## src/rtl/rs_pkg.sv

```systemverilog
package rs_pkg;
    typedef enum logic {
        MODE_DIST  = 1'b0,
        MODE_BURST = 1'b1
    } rs_mode_e;
endpackage

```

## src/rtl/rs_timer.sv

```systemverilog
// Window and interval counters, with the window-aligned mode latch.
module rs_timer #(
    parameter int WINDOW_CYCLES = 32768,
    parameter int INTERVAL      = 32
) (
    input  logic            clk,
    input  logic            rst_n,
    input  logic            mode_i,
    output rs_pkg::rs_mode_e mode_o,
    output logic            tick_o
);
    import rs_pkg::*;

    localparam int WIN_W = (WINDOW_CYCLES > 2) ? $clog2(WINDOW_CYCLES) : 1;
    localparam int IVL_W = (INTERVAL > 2) ? $clog2(INTERVAL) : 1;

    typedef struct packed {
        logic [WIN_W-1:0] win;
        logic [IVL_W-1:0] ivl;
        rs_mode_e         mode;
    } tmr_t;

    tmr_t s_q, s_d;
    logic win_end;

    always_comb begin
        s_d     = s_q;
        win_end = (s_q.win == WIN_W'(WINDOW_CYCLES - 1));
        s_d.win = win_end ? '0 : s_q.win + 1'b1;
        if (win_end || s_q.ivl == IVL_W'(INTERVAL - 1)) begin
            s_d.ivl = '0;
        end else begin
            s_d.ivl = s_q.ivl + 1'b1;
        end
        if (win_end) begin
            s_d.mode = mode_i ? MODE_BURST : MODE_DIST;
        end
        if (s_q.mode == MODE_DIST) begin
            tick_o = (s_q.ivl == IVL_W'(INTERVAL - 1));
        end else begin
            tick_o = (s_q.win == '0);
        end
    end

    always_ff @(posedge clk or negedge rst_n) begin
        if (!rst_n) begin
            s_q <= '{win: '0, ivl: '0, mode: MODE_DIST};
        end else begin
            s_q <= s_d;
        end
    end

    assign mode_o = s_q.mode;
endmodule

```

## src/rtl/rs_engine.sv

```systemverilog
// Owed-command counter, grant handshake, busy timing and row-group walk.
module rs_engine #(
    parameter int NUM_GROUPS = 1024,
    parameter int PEND_MAX   = 9,
    parameter int TRFC_W     = 8
) (
    input  logic                  clk,
    input  logic                  rst_n,
    input  logic                  tick_i,
    input  rs_pkg::rs_mode_e      mode_i,
    input  logic [TRFC_W-1:0]     trfc_i,
    input  logic                  gnt_i,
    output logic                  req_o,
    output logic                  urgent_o,
    output logic                  busy_o,
    output logic [$clog2(NUM_GROUPS)-1:0]   grp_o,
    output logic [$clog2(PEND_MAX+1)-1:0]   pend_o
);
    import rs_pkg::*;

    localparam int GRP_W  = $clog2(NUM_GROUPS);
    localparam int PEND_W = $clog2(PEND_MAX + 1);
    localparam int GL_W   = $clog2(NUM_GROUPS + 1);

    typedef struct packed {
        logic [PEND_W-1:0] pend;
        logic              busy;
        logic [TRFC_W-1:0] tcnt;
        logic [GL_W-1:0]   gleft;
        logic [GRP_W-1:0]  grp;
    } eng_t;

    eng_t s_q, s_d;
    logic accept;
    logic [TRFC_W-1:0] trfc_eff;

    always_comb begin
        s_d      = s_q;
        req_o    = (s_q.pend != '0) && !s_q.busy;
        accept   = req_o && gnt_i;
        trfc_eff = (trfc_i == '0) ? TRFC_W'(1) : trfc_i;

        if (accept) begin
            s_d.pend = s_d.pend - 1'b1;
        end
        if (tick_i && s_d.pend != PEND_W'(PEND_MAX)) begin
            s_d.pend = s_d.pend + 1'b1;
        end

        if (accept) begin
            s_d.busy  = 1'b1;
            s_d.tcnt  = trfc_eff;
            s_d.gleft = (mode_i == MODE_BURST) ? GL_W'(NUM_GROUPS) : GL_W'(1);
        end else if (s_q.busy) begin
            if (s_q.tcnt == TRFC_W'(1)) begin
                s_d.grp = (s_q.grp == GRP_W'(NUM_GROUPS - 1)) ? '0 : s_q.grp + 1'b1;
                if (s_q.gleft == GL_W'(1)) begin
                    s_d.busy  = 1'b0;
                    s_d.gleft = '0;
                end else begin
                    s_d.gleft = s_q.gleft - 1'b1;
                    s_d.tcnt  = trfc_eff;
                end
            end else begin
                s_d.tcnt = s_q.tcnt - 1'b1;
            end
        end
    end

    always_ff @(posedge clk or negedge rst_n) begin
        if (!rst_n) begin
            s_q <= '0;
        end else begin
            s_q <= s_d;
        end
    end

    assign urgent_o = (s_q.pend == PEND_W'(PEND_MAX));
    assign busy_o   = s_q.busy;
    assign grp_o    = s_q.grp;
    assign pend_o   = s_q.pend;
endmodule

```

## src/rtl/refresh_scheduler.sv

```systemverilog
module refresh_scheduler #(
    parameter int WINDOW_CYCLES = 32768,
    parameter int NUM_ROWS      = 8192,
    parameter int ROWS_PER_CMD  = 8,
    parameter int MAX_POSTPONE  = 8,
    parameter int TRFC_W        = 8,
    localparam int NUM_GROUPS   = NUM_ROWS / ROWS_PER_CMD,
    localparam int INTERVAL     = WINDOW_CYCLES / NUM_GROUPS,
    localparam int PEND_MAX     = MAX_POSTPONE + 1,
    localparam int GRP_W        = $clog2(NUM_GROUPS),
    localparam int PEND_W       = $clog2(PEND_MAX + 1)
) (
    input  logic              clk,
    input  logic              rst_n,
    input  logic              burst_mode_i,
    input  logic [TRFC_W-1:0] trfc_i,
    input  logic              ref_gnt_i,
    output logic              ref_req_o,
    output logic              ref_urgent_o,
    output logic              bank_busy_o,
    output logic [GRP_W-1:0]  row_grp_o,
    output logic [PEND_W-1:0] pend_cnt_o
);
    rs_pkg::rs_mode_e act_mode;
    logic             due_tick;

    rs_timer #(
        .WINDOW_CYCLES(WINDOW_CYCLES),
        .INTERVAL     (INTERVAL)
    ) u_timer (
        .clk   (clk),
        .rst_n (rst_n),
        .mode_i(burst_mode_i),
        .mode_o(act_mode),
        .tick_o(due_tick)
    );

    rs_engine #(
        .NUM_GROUPS(NUM_GROUPS),
        .PEND_MAX  (PEND_MAX),
        .TRFC_W    (TRFC_W)
    ) u_engine (
        .clk     (clk),
        .rst_n   (rst_n),
        .tick_i  (due_tick),
        .mode_i  (act_mode),
        .trfc_i  (trfc_i),
        .gnt_i   (ref_gnt_i),
        .req_o   (ref_req_o),
        .urgent_o(ref_urgent_o),
        .busy_o  (bank_busy_o),
        .grp_o   (row_grp_o),
        .pend_o  (pend_cnt_o)
    );
endmodule

```

## config.mk

```make
export PLATFORM = sky130hd
export DESIGN_NAME = refresh_scheduler
export DESIGN_NICKNAME = d
export VERILOG_FILES = /design/src/rtl/rs_pkg.sv /design/src/rtl/rs_timer.sv /design/src/rtl/rs_engine.sv /design/src/rtl/refresh_scheduler.sv
export SDC_FILE = /design/constraint.sdc
export NUM_CORES = 1
export LEC_CHECK = 0
export BUFFER_PORTS_ARGS = -buffer_cell sky130_fd_sc_hd__buf_2
export CAP_MARGIN = 10
export CELL_PAD_IN_SITES_DETAIL_PLACEMENT = 0
export CELL_PAD_IN_SITES_GLOBAL_PLACEMENT = 1
export CORE_MARGIN = 5
export CORE_UTILIZATION = 29
export DETAILED_ROUTE_END_ITERATION = 8
export GPL_ROUTABILITY_DRIVEN = 0
export PLACE_DENSITY = 0.59
export SLEW_MARGIN = 15
export SYNTH_ARGS = -nofsm -noshare
export SYNTH_HDL_FRONTEND = slang
export SYNTH_SLANG_ARGS = --single-unit
```

## constraint.sdc

```tcl
create_clock -name clk -period 8.9 [get_ports clk]
set_input_delay 1.335 -clock clk [delete_from_list [all_inputs] [get_ports clk]]
set_output_delay 1.335 -clock clk [all_outputs]
set_load 0.01 [all_outputs]
```

== Yosys cells after proc, flatten, opt, wreduce, memory -nomap -nowiden ==
Cells that the tools add are included.

* Register bits: 55
* Input port bits: 12
* Output and inout port bits: 17
* Word-level logic and storage cells: 54

* Add/subtract/negate cells: 7
* Equality and inequality tests: 8
* Mux-type cells: 17
* Bitwise operators: 1
* Reduce and logical (&&, ||, !) cells: 13

{| class="wikitable"
|+ Operators by type and width
! operator !! count
|-
| 30-bit two-way mux || 1
|-
| 8-bit two-way mux || 3
|-
| 11-bit two-way mux || 2
|-
| 21-bit two-way mux || 1
|-
| 20-bit two-way mux || 1
|-
| 15-bit by 1-bit adder with 15-bit output (second input constant) || 1
|-
| 15-bit equality test (second input constant) || 1
|-
| 15-bit zero test || 1
|-
| 15-bit two-way mux || 1
|-
| 11-bit by 1-bit equality test with 1-bit output (second input constant) || 1
|-
| 11-bit by 1-bit subtractor with 11-bit output (second input constant) || 1
|-
| 10-bit by 1-bit adder with 10-bit output (second input constant) || 1
|-
| 10-bit equality test (second input constant) || 1
|-
| 10-bit two-way mux || 1
|-
| 8-bit by 1-bit equality test with 1-bit output (second input constant) || 1
|-
| 8-bit zero test || 1
|-
| 4-bit two-way mux || 2
|-
| 8-bit by 1-bit subtractor with 8-bit output (second input constant) || 1
|-
| 5-bit by 1-bit adder with 5-bit output (second input constant) || 1
|-
| 5-bit equality test (second input constant) || 1
|-
| 5-bit two-way mux || 1
|-
| 4-bit by 1-bit adder with 4-bit output (second input constant) || 1
|-
| 4-bit equality test (second input constant) || 1
|-
| 1-bit two-way mux || 4
|-
| other kinds (11) || 15
|}

== Depth between registers and ports, before layout ==
* Word-level depth: 7
* Gate-level depth with buffers: 14
* Depth with buffers taken out: 13

== By module ==
From an unflattened synthesis, not the netlist that was laid out.

* Cells, all modules: 329
* Area total of the unflattened synthesis: 3,266.9 µm²

{| class="wikitable"
|+ By module, submodules not included
! module !! times used !! cells each !! area an instance (µm²) !! seq. area each (µm²)
|-
| rs_engine || 1 || 230 || 2,177.1 || 850.8
|-
| rs_timer || 1 || 99 || 1,089.8 || 525.5
|}

== Least setup slack after synthesis ==
Ideal clock, no wire load.

* Path kind: input -> register
* Start: input ref_gnt_i
* End: register u_engine.s_q, in the netlist u_engine.pend_o[1]
* Data arrival time: 3,380 ps
* Slack: 5,392 ps
* Stages on the path: 10
* Buffers on the path: 1
* Cells stage by stage: nand2b_1 or2_2 buf_2 o21ai_0 inv_1 ha_1 or4bb_1 o22ai_1 nor4_2 mux2_1

{| class="wikitable"
|+ RTL lines
! what !! line !! RTL
|-
| start: declaration || refresh_scheduler.sv:17 || <nowiki>input logic ref_gnt_i,</nowiki>
|-
| end signal: assignment || rs_engine.sv:72 || <nowiki>s_q <= '0;</nowiki>
|-
| end signal: assignment || rs_engine.sv:74 || <nowiki>s_q <= s_d;</nowiki>
|-
| end: declaration || rs_engine.sv:33 || <nowiki>eng_t s_q, s_d;</nowiki>
|}

==> results.json <==
{
  "holdWs_ps": 470.5,
  "drt_iter0_markers": 88,
  "via_count": 2411,
  "filler_cell_count": 1140,
  "antenna_found_initial": 0,
  "power_frac_clock": 0.192,
  "holdCritPathClass": "flop to flop",
  "post-route-period-util": 0.3926,
  "comb_power_share": 0.377,
  "insertedDiodeCount": 0,
  "finalSetupViolations": 0,
  "area.growth.synth_to_final_pct": 9.024,
  "final_critical_path_setup_slack_ps": 5406,
  "skew_final_ps": 5.267,
  "cts_inserted_buffers": 5,
  "most_frequent_standard_cell_in_the_layout_excluding_fill_and_tap_cells": "dfrtp_1",
  "max-slew-margin-rel": 0.5031,
  "via_count_of_the_first_global_routing_pass": 2405,
  "avgViaCountPerCell": 4.900,
  "cts_tree": "done",
  "intPower_w": 0.0005492,
  "ir_drop_uv": 114.8,
  "netSwitchingPower_w": 0.0003641,
  "maximum_level_of_the_cts_h_tree": 2,
  "grt_first_pass_wirelength_um": 11960,
  "floorplan.die.height_um": 115.5,
  "cts.reportedPaths.clkPinSlew_ps": 100,
  "register_share_of_total_power": 0.431,
  "synth_area_per_cell_um2": 9.615,
  "finish.utilization": 0.3235,
  "worstPathArrival_ps": 3690,
  "tightestPinTransition_ps": 745.4,
  "ffs_w_async_s_r_synth": 1.000,
  "fp.dieArea_mm2": 0.01335,
  "synthesis.nets": 361,
  "synth-seq-area-share": 0.4260,
  "power_leakage_nw": 1.513,
  "power_w": 0.0009133,
  "maxSlewViolCount": 0,
  "initial_core_util": 0.2967,
  "max-cap-violations": 0,
  "synth_enable_flop_cells": 0,
  "cts.repair.resized": 0,
  "final_nets": 376,
  "drt_wl_total_um": 6915,
  "cts_num_sinks": 55,
  "leftover_overflow_at_the_end_of_global_routing": 0,
  "final_layout_size_suffix_gt1_frac": 0.1563,
  "routed_wire_length_per_instance_um": 14.05,
  "timing.critical_path.to_type": "flop",
  "minimum_setup_slack_after_placement_ps": 5052,
  "final.min_clock_period_ps": 3494,
  "mappedNetlistArea_mm2": 0.003231,
  "fp.dieW_um": 115.5,
  "postSynthCellCount": 336,
  "hold_buffers": 0,
  "yosys_register_bits": 55,
  "remaining_drc_errors": 0,
  "ant_nets": 0,
  "timing_worst_setup_path_type": "input port to flop",
  "grt_setup_unrepaired": "false",
  "coreArea_mm2": 0.01089,
  "worstSkewPairLatency_ps": 300,
  "dp.final_hpwl_um": 4914,
  "critical_path_required_ps": 9090,
  "postCtsSetupBuffers": 0,
  "power.density_mw_per_mm2": 259.3,
  "clock_tree.buffer_depth": 2,
  "grt_use_total": 0.1098,
  "detailedRoute.firstPassIterationCount": 4,
  "setup_tns_ps": 0,
  "grt_max_degree": 56,
  "placement_rows": 38,
  "run_status": "complete, no violations",
  "floorplan.io_pins": 29,
  "placement.io_buffers": 28,
  "cts-root-buf": "clkbuf_8",
  "hold_viol_final": 0,
  "maxClockFrequency_mhz": 286.2,
  "most_used_cells_in_the_layout_excluding_fill_and_tap_cells": "dfrtp_1, nand2_1, nor2_1, buf_2, o21ai_0",
  "worst-path-max-fanout": 6,
  "crit_path_start_kind": "input port",
  "power_switching_share": 0.3987,
  "yosysUniqueCellTypes": 61,
  "postSynth.topFlopCell": "dfrtp_1",
  "yosysWarningCount": 0
}
==> kinds of logic after synthesis <==
family / Yosys count / synth area share
fa+ha+maj: 13 / 0.05035
flops: 55 / 0.4260
buf+inv: 37 / 0.06468
xor+xnor: 29 / 0.07862
simple gates: 139 / 0.2479
mux: 4 / 0.01317
compound gates: 59 / 0.1193
==> synthesized netlist by cell type (5+ instances only) <==
library cell | n | share of area
nand2_1 | 31 | 0.036
nor3_1 | 17 | 0.026
nand3_1 | 13 | 0.020
nor4_1 | 5 | 0.0097
o21ai_0 | 24 | 0.037
buf_4 | 16 | 0.037
a21oi_1 | 5 | 0.0077
xnor2_1 | 15 | 0.041
nor2_1 | 28 | 0.033
xor2_1 | 14 | 0.038
dfrtp_1 | 55 | 0.43
ha_1 | 13 | 0.050
nand4_1 | 5 | 0.0097
nor3b_1 | 5 | 0.012
inv_1 | 16 | 0.019
==> critical path, cell delays in order <==
cell and delay [ps]:
buf_2 80, nand2b_1 120, or2_2 390, o21ai_0 310, inv_1 80, ha_1 240, or4bb_1 180, o22ai_1 80
nor4_2 480, o21ai_0 210, xnor2_1 170
==> through the flow <==
stage / instance area, um^2 / cells
3_5_place_dp: 3405 / 484
4_1_cts: 3522 / 492
2_1_floorplan: 3231 / 336
3_3_place_gp: 3405 / 484
5_1_grt: 3522 / 492
6_report: 3522 / 492
==> registers in the layout, summed over array words and instances (netlist names) <==
register and count:
u_engine.busy_o 1, u_engine.grp_o 10, u_engine.pend_o 4, u_engine.s_q 19, u_timer.mode_o 1, u_timer.s_q 20
==> power by group through the flow <==
stage / sequential [W] / combinational, W / clock, W
floorplan: 0.000370 / 0.000293 / 0
global placement: 0.000399 / 0.000344 / 0
detailed placement: 0.000398 / 0.000347 / 0
CTS: 0.000394 / 0.000348 / 0.000183
global route: 0.000407 / 0.000396 / 0.000190
finish: 0.000393 / 0.000344 / 0.000176
==> final timing paths <==
path / start / to / slack [ps] / cells past startpoint
setup / recovery: ref_gnt_i / u_engine.pend_o[3] / 5410 / 11
hold / removal: u_timer.s_q[1] / u_timer.s_q[1] / 470 / 1
setup reg to reg: u_engine.pend_o[0] / u_engine.pend_o[1] / 5530 / 10
hold reg to reg: u_timer.s_q[1] / u_timer.s_q[1] / 470 / 1
max in group asynchronous: rst_n / u_engine.grp_o[9] / 7240 / 2
min in group asynchronous: rst_n / u_timer.s_q[10] / 1170 / 2
==> routing by layer <==
| layer | vias up | routed length (um) | GRT usage |
|---|---|---|---|
| li1 | 1214 | - | - |
| met1 | 1157 | 3503 | 0.1555 |
| met3 | 2 | 254 | 0.02507 |
| met4 | 0 | 39 | 0.02191 |
| met2 | 38 | 3118 | 0.1728 |
| met5 | - | 0 | 0 |
==> cell type report <==
class | count | area, um^2 | share of cell area
Clock buffer | 6 | 82.58 | 0.02345
Clock inverter | 2 | 35.03 | 0.009947
Inverter | 16 | 60.06 | 0.01705
Multi-Input combinational cell | 244 | 1645 | 0.4671
Sequential cell | 55 | 1376 | 0.3908
Tap cell | 140 | 175.2 | 0.04973
Timing Repair Buffer | 29 | 147.6 | 0.04192
No activity file was read; power rests on OpenSTA's default activity.
